$ cat src/rtl/rpb_pkg.sv
package rpb_pkg;
  typedef enum logic {
    RD_STREAM = 1'b0,
    RD_TAIL   = 1'b1
  } rd_phase_e;
endpackage

$ cat src/rtl/rpb_store.sv
// Circular byte store: one write port, one registered read port.
// The read register doubles as the output data register.
module rpb_store #(
  parameter int DATA_W = 8,
  parameter int DEPTH  = 64,
  localparam int AW    = $clog2(DEPTH)
) (
  input  logic              clk,
  input  logic              wr_en,
  input  logic [AW-1:0]     wr_addr,
  input  logic [DATA_W-1:0] wr_data,
  input  logic              wr_last,
  input  logic              rd_en,
  input  logic [AW-1:0]     rd_addr,
  output logic [DATA_W-1:0] rd_data,
  output logic              rd_last
);
  logic [DATA_W:0] mem [DEPTH];

  always_ff @(posedge clk) begin
    if (wr_en) mem[wr_addr] <= {wr_last, wr_data};
    if (rd_en) {rd_last, rd_data} <= mem[rd_addr];
  end
endmodule

$ cat src/rtl/rpb_fill.sv
// Write side: the pointer advances on each accepted byte; space is
// measured against the release boundary given by the read side.
module rpb_fill #(
  parameter int DEPTH = 64,
  localparam int PW   = $clog2(DEPTH) + 1
) (
  input  logic          clk,
  input  logic          rst,
  input  logic          in_valid,
  input  logic [PW-1:0] release_ptr,
  output logic          in_ready,
  output logic          wr_en,
  output logic [PW-1:0] wr_ptr
);
  logic [PW-1:0] held;

  // held ranges 0..DEPTH; its top bit is set only when the store is full
  assign held     = wr_ptr - release_ptr;
  assign in_ready = ~held[PW-1];
  assign wr_en    = in_valid & in_ready;

  always_ff @(posedge clk) begin
    if (rst)        wr_ptr <= '0;
    else if (wr_en) wr_ptr <= wr_ptr + PW'(1);
  end
endmodule

$ cat src/rtl/rpb_replay_ctrl.sv
// Read side: output valid, read pointer, packet head, sent-beat count
// and the end-of-packet wait for the consumer's done.
module rpb_replay_ctrl
  import rpb_pkg::*;
#(
  parameter int DEPTH        = 64,
  parameter int REPLAY_BYTES = 56,
  localparam int PW          = $clog2(DEPTH) + 1,
  localparam int CW          = $clog2(REPLAY_BYTES + 1)
) (
  input  logic          clk,
  input  logic          rst,
  input  logic [PW-1:0] wr_ptr,
  input  logic          out_ready,
  input  logic          out_last,
  input  logic          replay_req,
  input  logic          done_req,
  output logic          out_valid,
  output logic          fetch,
  output logic [PW-1:0] rd_ptr,
  output logic [PW-1:0] release_ptr,
  output logic          win_open
);
  rd_phase_e     phase;
  logic [PW-1:0] head_ptr;
  logic [CW-1:0] sent_cnt;
  logic          beat_done, take_replay, take_done;

  assign win_open    = (sent_cnt != CW'(REPLAY_BYTES));
  assign beat_done   = out_valid & out_ready;
  assign take_replay = replay_req & win_open;
  assign take_done   = done_req & (phase == RD_TAIL) & ~out_valid;
  // While the window is open the packet head is protected; afterwards
  // only bytes not yet copied into the output register are held.
  assign release_ptr = win_open ? head_ptr : rd_ptr;
  assign fetch       = (phase == RD_STREAM) && (rd_ptr != wr_ptr) &&
                       (!out_valid || (out_ready && !out_last)) && !take_replay;

  always_ff @(posedge clk) begin
    if (rst) begin
      phase     <= RD_STREAM;
      head_ptr  <= '0;
      rd_ptr    <= '0;
      sent_cnt  <= '0;
      out_valid <= 1'b0;
    end else if (take_replay) begin
      rd_ptr    <= head_ptr;
      sent_cnt  <= '0;
      out_valid <= 1'b0;
      phase     <= RD_STREAM;
    end else if (take_done) begin
      head_ptr  <= rd_ptr;
      sent_cnt  <= '0;
      phase     <= RD_STREAM;
    end else begin
      if (beat_done && win_open) sent_cnt <= sent_cnt + CW'(1);
      if (fetch) begin
        rd_ptr    <= rd_ptr + PW'(1);
        out_valid <= 1'b1;
      end else if (beat_done) begin
        out_valid <= 1'b0;
      end
      if (beat_done && out_last) phase <= RD_TAIL;
    end
  end
endmodule

$ cat src/rtl/replay_buffer.sv
module replay_buffer #(
  parameter int DATA_W       = 8,
  parameter int DEPTH        = 64,
  parameter int REPLAY_BYTES = 56,
  localparam int AW          = $clog2(DEPTH),
  localparam int PW          = AW + 1
) (
  input  logic              clk,
  input  logic              rst,
  input  logic [DATA_W-1:0] s_data,
  input  logic              s_valid,
  input  logic              s_last,
  output logic              s_ready,
  output logic [DATA_W-1:0] m_data,
  output logic              m_valid,
  output logic              m_last,
  input  logic              m_ready,
  input  logic              replay,
  input  logic              done
);
  logic [PW-1:0] wr_ptr, rd_ptr, release_ptr;
  logic          wr_en, fetch, win_open;

  rpb_fill #(.DEPTH(DEPTH)) u_fill (
    .clk(clk), .rst(rst), .in_valid(s_valid), .release_ptr(release_ptr),
    .in_ready(s_ready), .wr_en(wr_en), .wr_ptr(wr_ptr)
  );

  rpb_replay_ctrl #(.DEPTH(DEPTH), .REPLAY_BYTES(REPLAY_BYTES)) u_ctrl (
    .clk(clk), .rst(rst), .wr_ptr(wr_ptr), .out_ready(m_ready),
    .out_last(m_last), .replay_req(replay), .done_req(done),
    .out_valid(m_valid), .fetch(fetch), .rd_ptr(rd_ptr),
    .release_ptr(release_ptr), .win_open(win_open)
  );

  rpb_store #(.DATA_W(DATA_W), .DEPTH(DEPTH)) u_store (
    .clk(clk), .wr_en(wr_en), .wr_addr(wr_ptr[AW-1:0]), .wr_data(s_data),
    .wr_last(s_last), .rd_en(fetch), .rd_addr(rd_ptr[AW-1:0]),
    .rd_data(m_data), .rd_last(m_last)
  );
endmodule

$ cat config.mk
export PLATFORM = sky130hd
export DESIGN_NAME = replay_buffer
export DESIGN_NICKNAME = d
export VERILOG_FILES = /design/src/rtl/rpb_pkg.sv /design/src/rtl/rpb_store.sv /design/src/rtl/rpb_fill.sv /design/src/rtl/rpb_replay_ctrl.sv /design/src/rtl/replay_buffer.sv
export SDC_FILE = /design/constraint.sdc
export NUM_CORES = 1
export LEC_CHECK = 0
export BUFFER_PORTS_ARGS = -buffer_cell sky130_fd_sc_hd__buf_2
export CAP_MARGIN = 10
export CORE_ASPECT_RATIO = 1.25
export CORE_MARGIN = 2
export CORE_UTILIZATION = 35
export CTS_BUF_LIST = sky130_fd_sc_hd__clkbuf_2
export DETAILED_ROUTE_END_ITERATION = 12
export PLACE_DENSITY_LB_ADDON = 0.3
export SYNTH_ARGS = -nofsm -noshare
export SYNTH_HDL_FRONTEND = slang
export SYNTH_HIERARCHICAL = 1
export SYNTH_SLANG_ARGS = --single-unit
$ cat constraint.sdc
create_clock -name clk -period 3.4 [get_ports clk]
set_input_delay 0.17 -clock clk [delete_from_list [all_inputs] [get_ports clk]]
set_output_delay 0.17 -clock clk [all_outputs]
set_load 0.1 [all_outputs]
Word-level counts from Yosys, hierarchy flattened --
Memory sizes are Yosys's and may differ from the RTL's. A register that Yosys moved wholly into a read port is not among the register bits. Index checks and enable logic that the tools add are counted.
Storage, ports and cells: flip-flop bits (word level) 29, logic and storage cells 49, memory bits (writable) 576, memories kept 1
Memories:
- u_store.mem | words 64, width 9, rd ports 1, clocked after memory_dff 1, wr ports 1, line rpb_store.sv:18 | logic [DATA_W:0] mem [DEPTH];
Cells by class: reductions and logical operators 17, add/sub/neg operators 4, bitwise logic cells 10, multiplexer cells 8, equal/unequal tests 3
Operator list (count):
- 2-to-1 mux 7 bit | 4
- adder 7 x 1 -> 7 bit, second input constant | 2
- != test 7 bit | 1
- subtractor 7 bit | 1
- adder 6 x 1 -> 6 bit, second input constant | 1
- logical AND 1 bit | 6
- != test 6 bit, second input constant | 1
- AND reduction 2 bit | 3
- bitwise AND 1 bit | 5
- NOT 1 bit | 5
- 2-to-1 mux 1 bit | 4
- nonzero test 2 bit | 2
- logical NOT 1 bit | 3
- OR reduction 3 bit | 1
- != test 2 x 1 -> 1 bit, second input constant | 1
- OR reduction 2 bit | 1
- logical OR 1 bit | 1

Logic depth before layout (Yosys ltp) --
Gate-level depths: netlist of the first run.
depth after elaboration 8, mapped depth 17

Hierarchy --
The synthesis of the first run kept the hierarchy.
Modules (own cells, without submodules):
- rpb_store | area each 22684.3 sq um, cells each 1020, instances 1
- rpb_replay_ctrl | area each 1198.6 sq um, cells each 146, instances 1
- rpb_fill | area each 554.3 sq um, cells each 62, instances 1

Worst setup path after synthesis of the first run --
No wires, ideal clock.
path kind register to register, start register u_ctrl.sent_cnt[0], end memory u_store/mem[62][0] (netlist bit) (enable), data required time 3026 ps, arrival time 3306 ps, slack -280 ps, setup time 374 ps, buffers on the path 1, stages on the path, launching flop included 18, path through dfxtp_1 -> inv_1 -> ha_1 -> nand2_1 -> nor3_4 -> inv_2 -> clkbuf_1 -> nand2_1 -> nand2_1 -> inv_1 -> ha_1 -> nand4_1 -> o221a_4 -> xnor2_4 -> nor2_2 -> nor2b_1 -> nand3_1 -> nor2_1
On the way: longest elaborated chain between the ends 7
Ends and longest elaborated chain:
- start, declared | line rpb_replay_ctrl.sv:26 | logic [CW-1:0] sent_cnt;
- start signal, assigned | line rpb_replay_ctrl.sv:56 | if (beat_done && win_open) sent_cnt <= sent_cnt + CW'(1);
- != test 6 bit | line rpb_replay_ctrl.sv:29 | assign win_open = (sent_cnt != CW'(REPLAY_BYTES));
- named net win_open | line replay_buffer.sv:22 | logic wr_en, fetch, win_open;
- 2-to-1 mux 7 bit | line rpb_replay_ctrl.sv:35 | assign release_ptr = win_open ? head_ptr : rd_ptr;
- named net release_ptr[5] | line replay_buffer.sv:21 | logic [PW-1:0] wr_ptr, rd_ptr, release_ptr;
- subtractor 7 bit | line rpb_fill.sv:18 | assign held = wr_ptr - release_ptr;
- NOT 1 bit | line rpb_fill.sv:19 | assign in_ready = ~held[PW-1];
- bitwise AND 1 bit | line rpb_fill.sv:20 | assign wr_en = in_valid & in_ready;
- named net wr_en | line replay_buffer.sv:22
- 2-to-1 mux 1 bit | line rpb_store.sv:21 | if (wr_en) mem[wr_addr] <= {wr_last, wr_data};
- 2-to-1 mux 1 bit (not written as such) | line rpb_store.sv:21
- end, declared | line rpb_store.sv:18
The timed path passes the listed nets, and every way through them passes these cells.

Worst setup path after layout of the first run --
start register u_ctrl.sent_cnt[1], end output port s_ready
On the way: longest elaborated chain between the ends 4
Ends and longest elaborated chain:
- != test 6 bit | line rpb_replay_ctrl.sv:29
- 2-to-1 mux 7 bit | line rpb_replay_ctrl.sv:35
- named net release_ptr[4] | line replay_buffer.sv:21
- subtractor 7 bit | line rpb_fill.sv:18
- NOT 1 bit | line rpb_fill.sv:19
- end, declared | line replay_buffer.sv:13 | output logic s_ready,
The timed path passes the listed nets, and every way through them passes these cells.

==> metrics.txt, run 1 <==
predominant post-synthesis flop cell sky130_fd_sc_hd__edfxtp_1; violations in the final reports setup timing; Worst-Margin Slew between 1 and 1.5 ns; core footprint between 0.06 and 0.07 mm2; commonest cells after routing, fill and taps aside sky130_fd_sc_hd__edfxtp_1 (585), sky130_fd_sc_hd__clkbuf_2 (188), sky130_fd_sc_hd__mux4_2 (143); vias in the first global route 13652; commonest non-fill, non-tap cell in the layout sky130_fd_sc_hd__edfxtp_1; worst setup path startpoint u_ctrl/sent_cnt[1]; critical path class flip-flop to output pin; relative contribution of sequential cells to total power 0.564; Critical Path Fanout Max 5; delay of the slowest cell on the worst path ~0.34 ns; number of antenna violations at the first check in global routing 4; count of clock tree sinks approximately 610; total number of H-tree levels 4; mean cell area of the mapped netlist 19.9 um2; sum of internal, switching and leakage power 14.8 mW; required time of the worst setup path roughly 3.2 ns; pin count of the biggest net entering global routing 65; Routed Wire Length roughly 62000 um; clock buffers created by TritonCTS around 150; combinational fraction of design power 0.092; fraction of the cycle the final worst path needs 1.07; category of the worst setup path launch point flip-flop; final setup fails slightly below 50; reported net switching power between 3 and 4 mW; Worst Path Arrival 3.48 ns; Placer Congestion slightly above 0.8; initial core utilization 0.353; number of register bits inferred by synthesis roughly 610; remaining global-route overflow 0; part of the power in the clock network 0.343; first-pass GRT wire length between 80000 and 90000 um; length of the first detailed-routing pass in iterations 5; ratio of cells with drive above 1 in the final layout 0.399; final total negative setup slack -2.02 ns; DRT iter0 DRCs around 1000; setup slack after layout -0.250 ns; leading area contributor after synthesis sky130_fd_sc_hd__edfxtp_1; fin nets ~1600; kind of capture point of the worst setup path output pin; Port Buffers 25; number of violations of the max-capacitance limit 0; clock input transition at the sequential cells of the worst setup and hold paths 0.13 ns; P&R area growth vs syn 21.5%; post-synthesis sequential area ratio 0.743; Rel. slew slack 0.301; row count ~110; Period minus WS final around 3.7 ns; internal cell power 11.0 mW; Max Freq 274 MHz; final antenna-violating net count 0; worst min-delay path startpoint s_data[0]; Slew Limit Fails 0; Cell variety after synth 63; top cell type's share of synthesized area 0.719; dpl cell area between 0.02 and 0.03 mm2; maximum buffer depth of the clock tree 3; Net Count, Synth ~1300; post-detailed-route wirelength per cell 23.8 um; type of the most critical hold path input pin to flip-flop; number of ports placed on the die boundary 26; Lkg Pwr about 9.5 nW; r2r startpoint u_ctrl/sent_cnt[1]; number of synthesis warnings 6; peak ir drop on the vdd network slightly below 0.3 mV; top area cells in the synthesized netlist sky130_fd_sc_hd__edfxtp_1 (72%), sky130_fd_sc_hd__mux4_2 (13%), sky130_fd_sc_hd__dfxtp_1 (2.4%); number of flops mapped to enable cells by yosys approximately 590; run status finished with violations; Gate Count Post-Synth 1228; unrepaired setup endpoints after global routing yes; dpl hpwl 37500 um; final number of hold-violating endpoints 0; area of the mapped netlist 0.0244 mm2; post-DR vias/cell 5.10; clock insertion delay at the later pin of the skew report approximately 1.2 ns; Non-Filler Cell Area, Final between 0.02 and 0.03 mm2; power per cell area between 400 and 500 mW/mm2; sequence of cells on the critical path inv_2 > ha_4 > nand2_4 > nor3_4 > buf_6 > nand2_1 > nand2_1 > inv_1 > ha_4 > nand4_1 > o221a_4 > xnor2_4 > buf_6 > inv_4 > buf_12; fraction of synthesis flops using an asynchronous set or reset pin 0; global-route usage over all layers 0.169; overall die area a little over 0.07 mm2; DRC violations left 0; clock tree from TritonCTS done; core occupancy in the finished layout 0.428; detailed-route via count around 13000; Max stage delay cell, worst path sky130_fd_sc_hd__dfxtp_2; width of the die roughly 240 um; final clock skew around 0.08 ns; die height roughly 300 um; worst setup timing slack at the placement stage -0.0584 ns; Root Driver sky130_fd_sc_hd__clkbuf_2; switching fraction of total power 0.257
==> final cells by class <==
class	count	area [um2]
sequential	614	18200
fill	6089	39600
tap	935	1170
clock inverter	73	524
clock buffer	188	941
timing repair buffer	222	2450
antenna	3	7.51
multi-input combinational	543	6380
inverter	13	51.3
==> logic make-up (layout without fill, tap and decap cells) <==
logic type	Yosys count	after routing	synth area share
flip-flops	614	614	0.743
AO/OA/AOI/OAI	88	88	0.0266
multiplexers	191	191	0.157
AND/OR/NAND/NOR	232	236	0.0446
other	0	3	0
XOR/XNOR	19	19	0.00758
adder cells (fa/ha/maj)	9	9	0.00461
buffers and inverters	75	496	0.0167
==> power groups by stage <==
stage,combinational [mW],clock [mW],sequential [mW]
global route,1.44,5.66,8.37
global placement,1.29,0,8.54
detailed placement,1.30,0,8.54
floorplan,0.666,0,8.66
CTS,1.35,5.29,8.37
finish,1.37,5.09,8.37
==> state kept, by name, summed over array words and instances (netlist names) <==
register          cells
u_ctrl/rd_ptr         7
u_ctrl/sent_cnt       6
u_store/rd_last       1
u_store/mem         576
u_ctrl/phase          1
u_fill/wr_ptr         7
u_store/rd_data       8
u_ctrl/head_ptr       7
u_ctrl/out_valid      1
==> stage by stage <==
stage	instances	hold WS (ns)
finish	2591	0.129
global route	2590	0.0460
global placement	2248	0.493
floorplan	1228	0.269
CTS	2549	0.000889
detailed placement	2248	0.510
==> worst max-delay path, delay by kind of cell, from the launching register on <==
family / cells / cell delay, ns
compound gates: 1 / 0.31
simple gates: 5 / 0.46
xor+xnor: 1 / 0.20
flops: 1 / 0.34
fa+ha+maj: 2 / 0.40
buf+inv: 6 / 0.62
==> path summary, 6_finish.rpt <==
| path | to | slack, ns | cells after the start |
|---|---|---|---|
| worst min register to register | u_ctrl/rd_ptr[1] | 0.52 | 2 |
| worst max register to register | u_store/mem[60][4] | -0.08 | 21 |
| worst min-delay path | u_store/mem[20][0] | 0.13 | 2 |
| worst max-delay path | s_ready | -0.25 | 15 |
==> routing by layer <==
| layer | GRT usage | routed length (um) |
|---|---|---|
| met5 | 0 | 0 |
| met4 | 0.0643 | 1520 |
| met3 | 0.0314 | 2850 |
| met2 | 0.292 | 32500 |
| met1 | 0.210 | 24700 |
==> synthesized netlist by cell type (all sizes together) (2+ instances only) <==
cell	count
nor3b	2
a22oi	17
xor2	8
a2111oi	6
edfxtp	585
mux2i	31
nand4	6
clkbuf	28
xnor2	11
nor3	7
o221ai	5
o21bai	3
nand3b	3
o211ai	8
nand2b	10
o21ai	9
nor2b	19
nor2	101
mux4	151
dfxtp	29
mux2	9
and2	7
ha	9
buf	34
o2111ai	2
a211oi	8
a221o	3
o22ai	8
a21oi	13
nand2	51
nand3	18
or3	3
inv	13
==> what timing repair did <==
action | CTS | global route
gates cloned | 3 | 29
endpoints found under the setup margin | 87 | 576
hold buffers | 26 | 0
resized for setup | 37 | 120
hold endpoints to repair | 759 | 0
buffers inserted | 11 | 10
pin swaps | 13 | 35
Note: power is estimated with default switching activity, not from simulation.
==> run 2: changes to the inputs <==
- ABC_AREA: default -> 1
==> run 2 against run 1 <==
  * The flow still finishes with violations (setup timing)
  * Core utilization decreased by 2.2 points
  * Setup slack improved by 0.19 ns
  * Sequential power increased by 2%
  * Synthesized area increased by 6.0%
  * Critical endpoint unchanged
==> metrics.txt, run 2 <==
required time of the worst setup path 3.23 ns (about the same); dpl hpwl 46000 um (was 37500 um); detailed-route via count 18598 (was 13210); Gate Count Post-Synth 2331 (was 1228); Worst-Margin Slew 1.09 ns (was 1.02 ns); Period minus WS final 3.46 ns (was 3.65 ns); Routed Wire Length 74500 um (was 61600 um); most common cell in the netlist sky130_fd_sc_hd__nand2_1 (was sky130_fd_sc_hd__edfxtp_1); total buffers and inverters traversed by the critical path 4 (was 6); Placer Congestion 0.910 (was 0.829); post-synthesis sequential area ratio 0.700 (was 0.743); Max stage delay cell, worst path sky130_fd_sc_hd__dfxtp_2 (unchanged); category of the worst setup path launch point flip-flop (unchanged); number of synthesis warnings 6 (unchanged); sequence of cells on the critical path inv_2 > ha_4 > nand3_4 > nor2_8 > inv_4 > o21ai_0 > inv_1 > ha_1 > nand2_1 > nand2_1 > nand2_2 > nand2_2 > nand2_2 > nand2_4 > buf_12 (was inv_2 > ha_4 > nand2_4 > nor3_4 > buf_6 > nand2_1 > nand2_1 > inv_1 > ha_4 > nand4_1 > o221a_4 > xnor2_4 > buf_6 > inv_4 > buf_12); Top delay family on crit path simple AND/OR/NAND/NOR gates (was buffers and inverters); top cell type's share of synthesized area 0.678 (was 0.719); first-pass GRT wire length 110000 um (was 88100 um); number of antenna violations at the first check in global routing 1 (was 4); Rel. slew slack 0.274 (was 0.301); most used cell along the critical path sky130_fd_sc_hd__nand2_2; type of the most critical hold path input pin to flip-flop (unchanged); combinational fraction of design power 0.228 (was 0.092); sum of internal, switching and leakage power 17.8 mW (was 14.8 mW); setup slack after layout -0.0589 ns (was -0.250 ns); Max Freq 289 MHz (was 274 MHz); number of register bits inferred by synthesis 614 (unchanged); post-DR vias/cell 5.13 (was 5.10); final antenna-violating net count 0 (unchanged); global-route usage over all layers 0.196 (was 0.169); Critical Path Fanout Max 6 (was 5); mean cell area of the mapped netlist 11.1 um2 (was 19.9 um2); power per cell area 596 mW/mm2 (was 499 mW/mm2); P&R area growth vs syn 15.0% (was 21.5%); Most flops, register u_store/mem (unchanged); worst setup timing slack at the placement stage 0.00836 ns (was -0.0584 ns); top area cells in the synthesized netlist sky130_fd_sc_hd__edfxtp_1 (68%), sky130_fd_sc_hd__nand2_1 (12%), sky130_fd_sc_hd__nand3_1 (10%) (was sky130_fd_sc_hd__edfxtp_1 (72%), sky130_fd_sc_hd__mux4_2 (13%), sky130_fd_sc_hd__dfxtp_1 (2.4%)); cell count after placement 3306 (was 2248); vias in the first global route 18715 (was 13652); fraction of the cycle the final worst path needs 1.02 (was 1.07); reported net switching power 5.99 mW (was 3.81 mW); r2r startpoint u_ctrl/sent_cnt[0] (was u_ctrl/sent_cnt[1]); Non-Filler Instances 3627 (was 2591); multi-input gate area in the final layout 0.00695 mm2 (was 0.00638 mm2); clock tree from TritonCTS done (unchanged); total number of H-tree levels 4 (unchanged); Worst Path Arrival 3.29 ns (was 3.48 ns); ratio of cells with drive above 1 in the final layout 0.174 (was 0.399); Net Count, Synth 2355 (was 1252); peak ir drop on the vdd network 0.377 mV (was 0.289 mV); number of ports placed on the die boundary 26 (unchanged); commonest non-fill, non-tap cell in the layout sky130_fd_sc_hd__nand2_1 (was sky130_fd_sc_hd__edfxtp_1); relative contribution of sequential cells to total power 0.479 (was 0.564); overall die area 0.0762 mm2 (was 0.0720 mm2); worst setup path startpoint u_ctrl/sent_cnt[0] (was u_ctrl/sent_cnt[1]); count of clock tree sinks 614 (unchanged); row count 111 (was 108); flip-flop count of the largest register after layout 576 (unchanged); fraction of synthesis flops using an asynchronous set or reset pin 0 (unchanged); final clock skew 0.118 ns (was 0.0785 ns); commonest cells after routing, fill and taps aside sky130_fd_sc_hd__nand2_1 (810), sky130_fd_sc_hd__edfxtp_1 (585), sky130_fd_sc_hd__nand3_1 (515) (was sky130_fd_sc_hd__edfxtp_1 (585), sky130_fd_sc_hd__clkbuf_2 (188), sky130_fd_sc_hd__mux4_2 (143)); area taken by flip-flops and latches 0.0182 mm2 (about the same); Slew Limit Fails 0 (unchanged); pin count of the biggest net entering global routing 148 (was 65); die height 308 um (was 299 um); number of cell instances on the worst register-to-register path 20 (was 21); final setup fails 1 (was 49); list of most frequent post-synthesis cells sky130_fd_sc_hd__nand2_1 (818), sky130_fd_sc_hd__edfxtp_1 (585), sky130_fd_sc_hd__nand3_1 (516) (was sky130_fd_sc_hd__edfxtp_1 (585), sky130_fd_sc_hd__mux4_2 (143), sky130_fd_sc_hd__nor2_1 (100)); predominant post-synthesis flop cell sky130_fd_sc_hd__edfxtp_1 (unchanged); count of cell instances traversed by the critical path 15 (unchanged); clock input transition at the sequential cells of the worst setup and hold paths 0.11 ns (was 0.13 ns); Non-Filler Cell Area, Final 0.0298 mm2 (was 0.0297 mm2); critical path class flip-flop to output pin (unchanged); final number of hold-violating endpoints 0 (unchanged); kind of capture point of the worst setup path output pin (unchanged); maximum buffer depth of the clock tree 3 (unchanged); number of violations of the max-capacitance limit 0 (unchanged); internal cell power 11.8 mW (was 11.0 mW); remaining global-route overflow 0 (unchanged); Port Buffers 25 (unchanged); dpl cell area 0.0276 mm2 (was 0.0268 mm2); switching fraction of total power 0.337 (was 0.257); Cell variety after synth 37 (was 63); violations in the final reports setup timing (unchanged); Worst Hold Depth 4 (was 2); core footprint 0.0733 mm2 (was 0.0693 mm2); Root Driver sky130_fd_sc_hd__clkbuf_2 (unchanged); run status finished with violations (unchanged); part of the power in the clock network 0.293 (was 0.343); length of the first detailed-routing pass in iterations 7 (was 5); DRT iter0 DRCs 1735 (was 1014); number of flops mapped to enable cells by yosys 585 (unchanged); width of the die 247 um (was 240 um); unrepaired setup endpoints after global routing yes (unchanged); DRC violations left 0 (unchanged); clock buffers created by TritonCTS 149 (was 145); area of the mapped netlist 0.0259 mm2 (was 0.0244 mm2); worst min-delay path startpoint rst (was s_data[0]); Lkg Pwr 11.2 nW (was 9.54 nW); post-detailed-route wirelength per cell 20.6 um (was 23.8 um); fin nets 2582 (was 1563); initial core utilization 0.353 (about the same); delay of the slowest cell on the worst path 0.34 ns (about the same); clock insertion delay at the later pin of the skew report 1.31 ns (was 1.20 ns); fill cell instance count of the final layout 7068 (was 6089); leading area contributor after synthesis sky130_fd_sc_hd__edfxtp_1 (unchanged)
==> run 2: changes by cell type after synthesis, sizes merged, moves of 9 or more <==
cell | previous run | this run
a22oi | 17 | 0
buf | 34 | 103
inv | 13 | 63
mux2 | 9 | 0
mux2i | 31 | 0
mux4 | 151 | 0
nand2 | 51 | 822
nand2b | 10 | 0
nand3 | 18 | 520
nor2b | 19 | 0
o21ai | 9 | 25
xnor2 | 11 | 1
==> run 2: area by class of cell <==
| cell class | count | area share |
|---|---|---|
| sequential | 614 | 0.610 |
| multi-input combinational | 1520 | 0.233 |
| timing repair buffer | 204 | 0.0580 |
| tap | 960 | 0.0403 |
| clock buffer | 212 | 0.0356 |
| clock inverter | 47 | 0.0136 |
| inverter | 67 | 0.00911 |
| timing repair inverter | 2 | 0.000378 |
| antenna | 1 | 0.0000840 |
==> run 2: repair_timing <==
| action | CTS | global route |
|---|---|---|
| pin swaps | 9 | 12 |
| hold buffers | 39 | 0 |
| gates cloned | 0 | 2 |
| hold endpoints to repair | 1190 | 0 |
| setup buffers | 12 | 8 |
| gates resized for setup | 13 | 21 |
| endpoints found under the setup margin | 7 | 269 |
==> run 2: worst paths after layout <==
| check | to | slack, ns |
|---|---|---|
| max | s_ready | -0.06 |
| min reg2reg | u_ctrl/out_valid | 0.52 |
| min | u_fill/wr_ptr[6] | 0.21 |
| max reg2reg | u_store/mem[50][6] | 0.13 |
==> run 2: power by group through the flow <==
stage                     Clock, mW  Combinational (mW)  Sequential [mW]
after floorplan                   0                2.49             8.93
after global placement            0                3.89             8.67
after detailed placement          0                3.92             8.67
after CTS                      5.34                4.02             8.50
after global routing           5.76                4.40             8.51
final                          5.20                4.05             8.50
==> run 2: metrics by stage <==
step           TNS, ns  hold slack [ns]   util
2_1_floorplan   -28.71            0.237      -
3_3_place_gp         0            0.401  0.377
3_5_place_dp         0            0.400  0.377
4_1_cts         -0.204           0.0711  0.404
5_1_grt          -1.43           0.0941  0.406
6_report       -0.0589            0.214  0.406
==> run 2: logic make-up (layout without fill, tap and decap cells) <==
family,after synthesis,after routing,share of synthesized area
simple gates,1459,1459,0.242
flops,614,614,0.700
buf+inv,197,532,0.0408
compound gates,48,48,0.0107
fa+ha+maj,9,9,0.00435
xor+xnor,4,4,0.00164
other cells,0,1,0
==> run 2: metal layers <==
layer / wire length [um] / global-route usage / up-vias
met5: 0 / 0 / -
met4: 2330 / 0.0758 / 0
met3: 4890 / 0.0424 / 152
met2: 38500 / 0.349 / 725
met1: 28800 / 0.228 / 9078
li1: - / - / 8643
==> run 2: tightest hold or removal path: stages <==
cell                            delay [ns]
sky130_fd_sc_hd__dlygate4sd3_1        0.52
sky130_fd_sc_hd__buf_2                0.09
sky130_fd_sc_hd__dlygate4sd3_1        0.63
sky130_fd_sc_hd__nor2_1               0.07
==> run 3: changes to the inputs <==
- CORE_MARGIN: 2 -> 3
- GPL_ROUTABILITY_DRIVEN: default -> 0
==> run 3 against run 2 <==
  * Core utilization rose by 0.73 points
  * Largest power group unchanged
  * Total power barely moved
  * Non-clock buffer count rose by 9
  * The flow still finishes with violations (setup timing)
  * Setup slack improved by 0.036 ns
  * Register-to-register slack got worse by 0.03 ns
  * Combinational power rose by 2%
  * Sequential share of layout area fell by 0.53 points
  * Highest routed layer unchanged
  * Hold slack got worse by 0.014 ns
  * Critical path depth rose by 1
  * Clock power barely moved
  * Final cell count rose by 0.14%
  * Global-route usage fell by 0.96 points
==> metrics.txt, run 3 (synthesis results as in run 2) <==
run status finished with violations (unchanged); violations in the final reports setup timing (unchanged); Non-Filler Cell Area, Final 0.0301 mm2 (was 0.0298 mm2); Max Freq 292 MHz (was 289 MHz); number of cell instances on the worst register-to-register path 23 (was 20); flip-flop count of the largest register after layout 576 (unchanged); critical path class flip-flop to output pin (unchanged); number of ports placed on the die boundary 26 (unchanged); die height 310 um (was 308 um); clock buffers created by TritonCTS 149 (unchanged); worst setup path startpoint u_ctrl/sent_cnt[0] (unchanged); ratio of cells with drive above 1 in the final layout 0.182 (was 0.174); overall die area 0.0774 mm2 (was 0.0762 mm2); setup slack after layout -0.0226 ns (was -0.0589 ns); first-pass GRT wire length 108000 um (was 110000 um); DRT iter0 DRCs 1444 (was 1735); fill cell instance count of the final layout 7057 (was 7068); terminus of the critical flop-to-flop path u_store/mem[57][4] (was u_store/mem[50][6]); Worst Path Arrival 3.25 ns (was 3.29 ns); number of antenna violations at the first check in global routing 2 (was 1); number of violations of the max-capacitance limit 0 (unchanged); Critical Path Fanout Max 3 (was 6); end point of the critical path s_ready (unchanged); vias in the first global route 18176 (was 18715); length of the first detailed-routing pass in iterations 6 (was 7); row count 110 (was 111); dpl cell area 0.0276 mm2 (about the same); Slew Limit Fails 0 (unchanged); DRC violations left 0 (unchanged); width of the die 249 um (was 247 um); final clock skew 0.109 ns (was 0.118 ns); commonest non-fill, non-tap cell in the layout sky130_fd_sc_hd__nand2_1 (unchanged); category of the worst setup path launch point flip-flop (unchanged); cell count after placement 3290 (was 3306); unrepaired setup endpoints after global routing yes (unchanged); post-DR vias/cell 5.06 (was 5.13); Root Driver sky130_fd_sc_hd__clkbuf_2 (unchanged); kind of capture point of the worst setup path output pin (unchanged); global-route usage over all layers 0.186 (was 0.196); Routed Wire Length 73200 um (was 74500 um); commonest cells after routing, fill and taps aside sky130_fd_sc_hd__nand2_1 (812), sky130_fd_sc_hd__edfxtp_1 (585), sky130_fd_sc_hd__nand3_1 (515) (was sky130_fd_sc_hd__nand2_1 (810), sky130_fd_sc_hd__edfxtp_1 (585), sky130_fd_sc_hd__nand3_1 (515)); initial core utilization 0.357 (was 0.353); Worst-Margin Slew 1.21 ns (was 1.09 ns); clock insertion delay at the later pin of the skew report 1.27 ns (was 1.31 ns); clock input transition at the sequential cells of the worst setup and hold paths 0.11 ns (about the same); maximum buffer depth of the clock tree 3 (unchanged); final setup fails 1 (unchanged); Non-Filler Instances 3632 (was 3627); peak ir drop on the vdd network 0.626 mV (was 0.377 mV); Most flops, register u_store/mem (unchanged); P&R area growth vs syn 16.0% (was 15.0%); r2r startpoint u_ctrl/sent_cnt[0] (unchanged); final antenna-violating net count 0 (unchanged); post-detailed-route wirelength per cell 20.2 um (was 20.6 um); detailed-route via count 18394 (was 18598); Rel. slew slack 0.192 (was 0.274); fraction of the cycle the final worst path needs 1.01 (was 1.02); Lkg Pwr 11.2 nW (about the same); type of the most critical hold path input pin to flip-flop (unchanged); final number of hold-violating endpoints 0 (unchanged); fin nets 2589 (was 2582); reg2reg setup slack 0.10 ns (was 0.13 ns); power per cell area 591 mW/mm2 (was 596 mW/mm2); count of clock tree sinks 614 (unchanged); core footprint 0.0727 mm2 (was 0.0733 mm2); dpl hpwl 44100 um (was 46000 um); remaining global-route overflow 0 (unchanged); Port Buffers 25 (unchanged); clock tree from TritonCTS done (unchanged); Period minus WS final 3.42 ns (was 3.46 ns); required time of the worst setup path 3.23 ns (about the same); pin count of the biggest net entering global routing 226 (was 148); total number of H-tree levels 4 (unchanged)
## run 3: stage by stage
| step | total power, mW | TNS (ns) | setup slack, ns | hold slack [ns] | util |
|---|---|---|---|---|---|
| floorplan | 11.4 | -28.71 | -0.420 | 0.237 | - |
| detailed placement | 12.6 | -0.162 | -0.0181 | 0.402 | 0.379 |
| CTS | 17.9 | -0.219 | -0.219 | 0.0475 | 0.407 |
| finish | 17.8 | -0.0226 | -0.0226 | 0.200 | 0.414 |
| global route | 18.7 | -3.06 | -0.333 | 0.0529 | 0.414 |
| global placement | 12.6 | 0 | 0.0711 | 0.386 | 0.379 |
## run 3: how the worst min path moves through the flow
stage               startpoint                 end  slack [ns]  cells after the start
finish               s_data[1]  u_store/mem[14][1]        0.20                      2
CTS                  s_data[1]  u_store/mem[60][1]        0.05                      2
floorplan                  rst    u_fill/wr_ptr[4]        0.24                      1
global placement           rst    u_fill/wr_ptr[4]        0.39                      2
detailed placement         rst    u_fill/wr_ptr[4]        0.40                      2
global route         s_data[1]  u_store/mem[13][1]        0.05                      2
## run 3: per-layer routing
metal / track usage / share of wire
met3: 0.0431 / 0.057
met2: 0.338 / 0.52
met4: 0.0746 / 0.033
met5: 0 / 0
met1: 0.212 / 0.39
## run 3: critical path, stage by stage (launching register included)
cell	delay, ns
sky130_fd_sc_hd__dfxtp_2	0.34
sky130_fd_sc_hd__inv_2	0.07
sky130_fd_sc_hd__ha_4	0.14
sky130_fd_sc_hd__nand3_4	0.09
sky130_fd_sc_hd__nor2_8	0.16
sky130_fd_sc_hd__buf_6	0.12
sky130_fd_sc_hd__nand2_2	0.04
sky130_fd_sc_hd__o21ai_1	0.07
sky130_fd_sc_hd__inv_1	0.05
sky130_fd_sc_hd__ha_1	0.27
sky130_fd_sc_hd__nand2_1	0.06
sky130_fd_sc_hd__nor2_2	0.10
sky130_fd_sc_hd__nand2_2	0.08
sky130_fd_sc_hd__nand2_2	0.09
sky130_fd_sc_hd__nand2_2	0.07
sky130_fd_sc_hd__nand2_4	0.08
sky130_fd_sc_hd__buf_12	0.17
## run 3: layout make-up
| type | count | area [um2] | share of cell area |
|---|---|---|---|
| antenna | 2 | 5.00 | 0.000167 |
| tap | 952 | 1190 | 0.0396 |
| inverter | 67 | 269 | 0.00895 |
| clock inverter | 58 | 453 | 0.0151 |
| timing repair buffer | 213 | 1920 | 0.0638 |
| sequential | 614 | 18200 | 0.604 |
| clock buffer | 206 | 1030 | 0.0343 |
| multi-input combinational | 1520 | 7030 | 0.234 |
## run 3: what timing repair did
item / 4_1_cts / 5_1_grt
resized for setup: 14 / 90
pin swaps: 7 / 10
buffers inserted: 10 / 15
setup endpoints to repair: 32 / 363
hold buffers: 34 / 0
endpoints found under the hold margin: 1116 / 0
cloned: 0 / 17
## run 3: report_power, final
part	total (mW)	internal (mW)	switching [mW]	leakage (nW)
Sequential	8.47	8.41	0.0572	5.50
Combinational	4.12	1.09	3.03	4.66
Clock	5.17	2.26	2.91	1.08
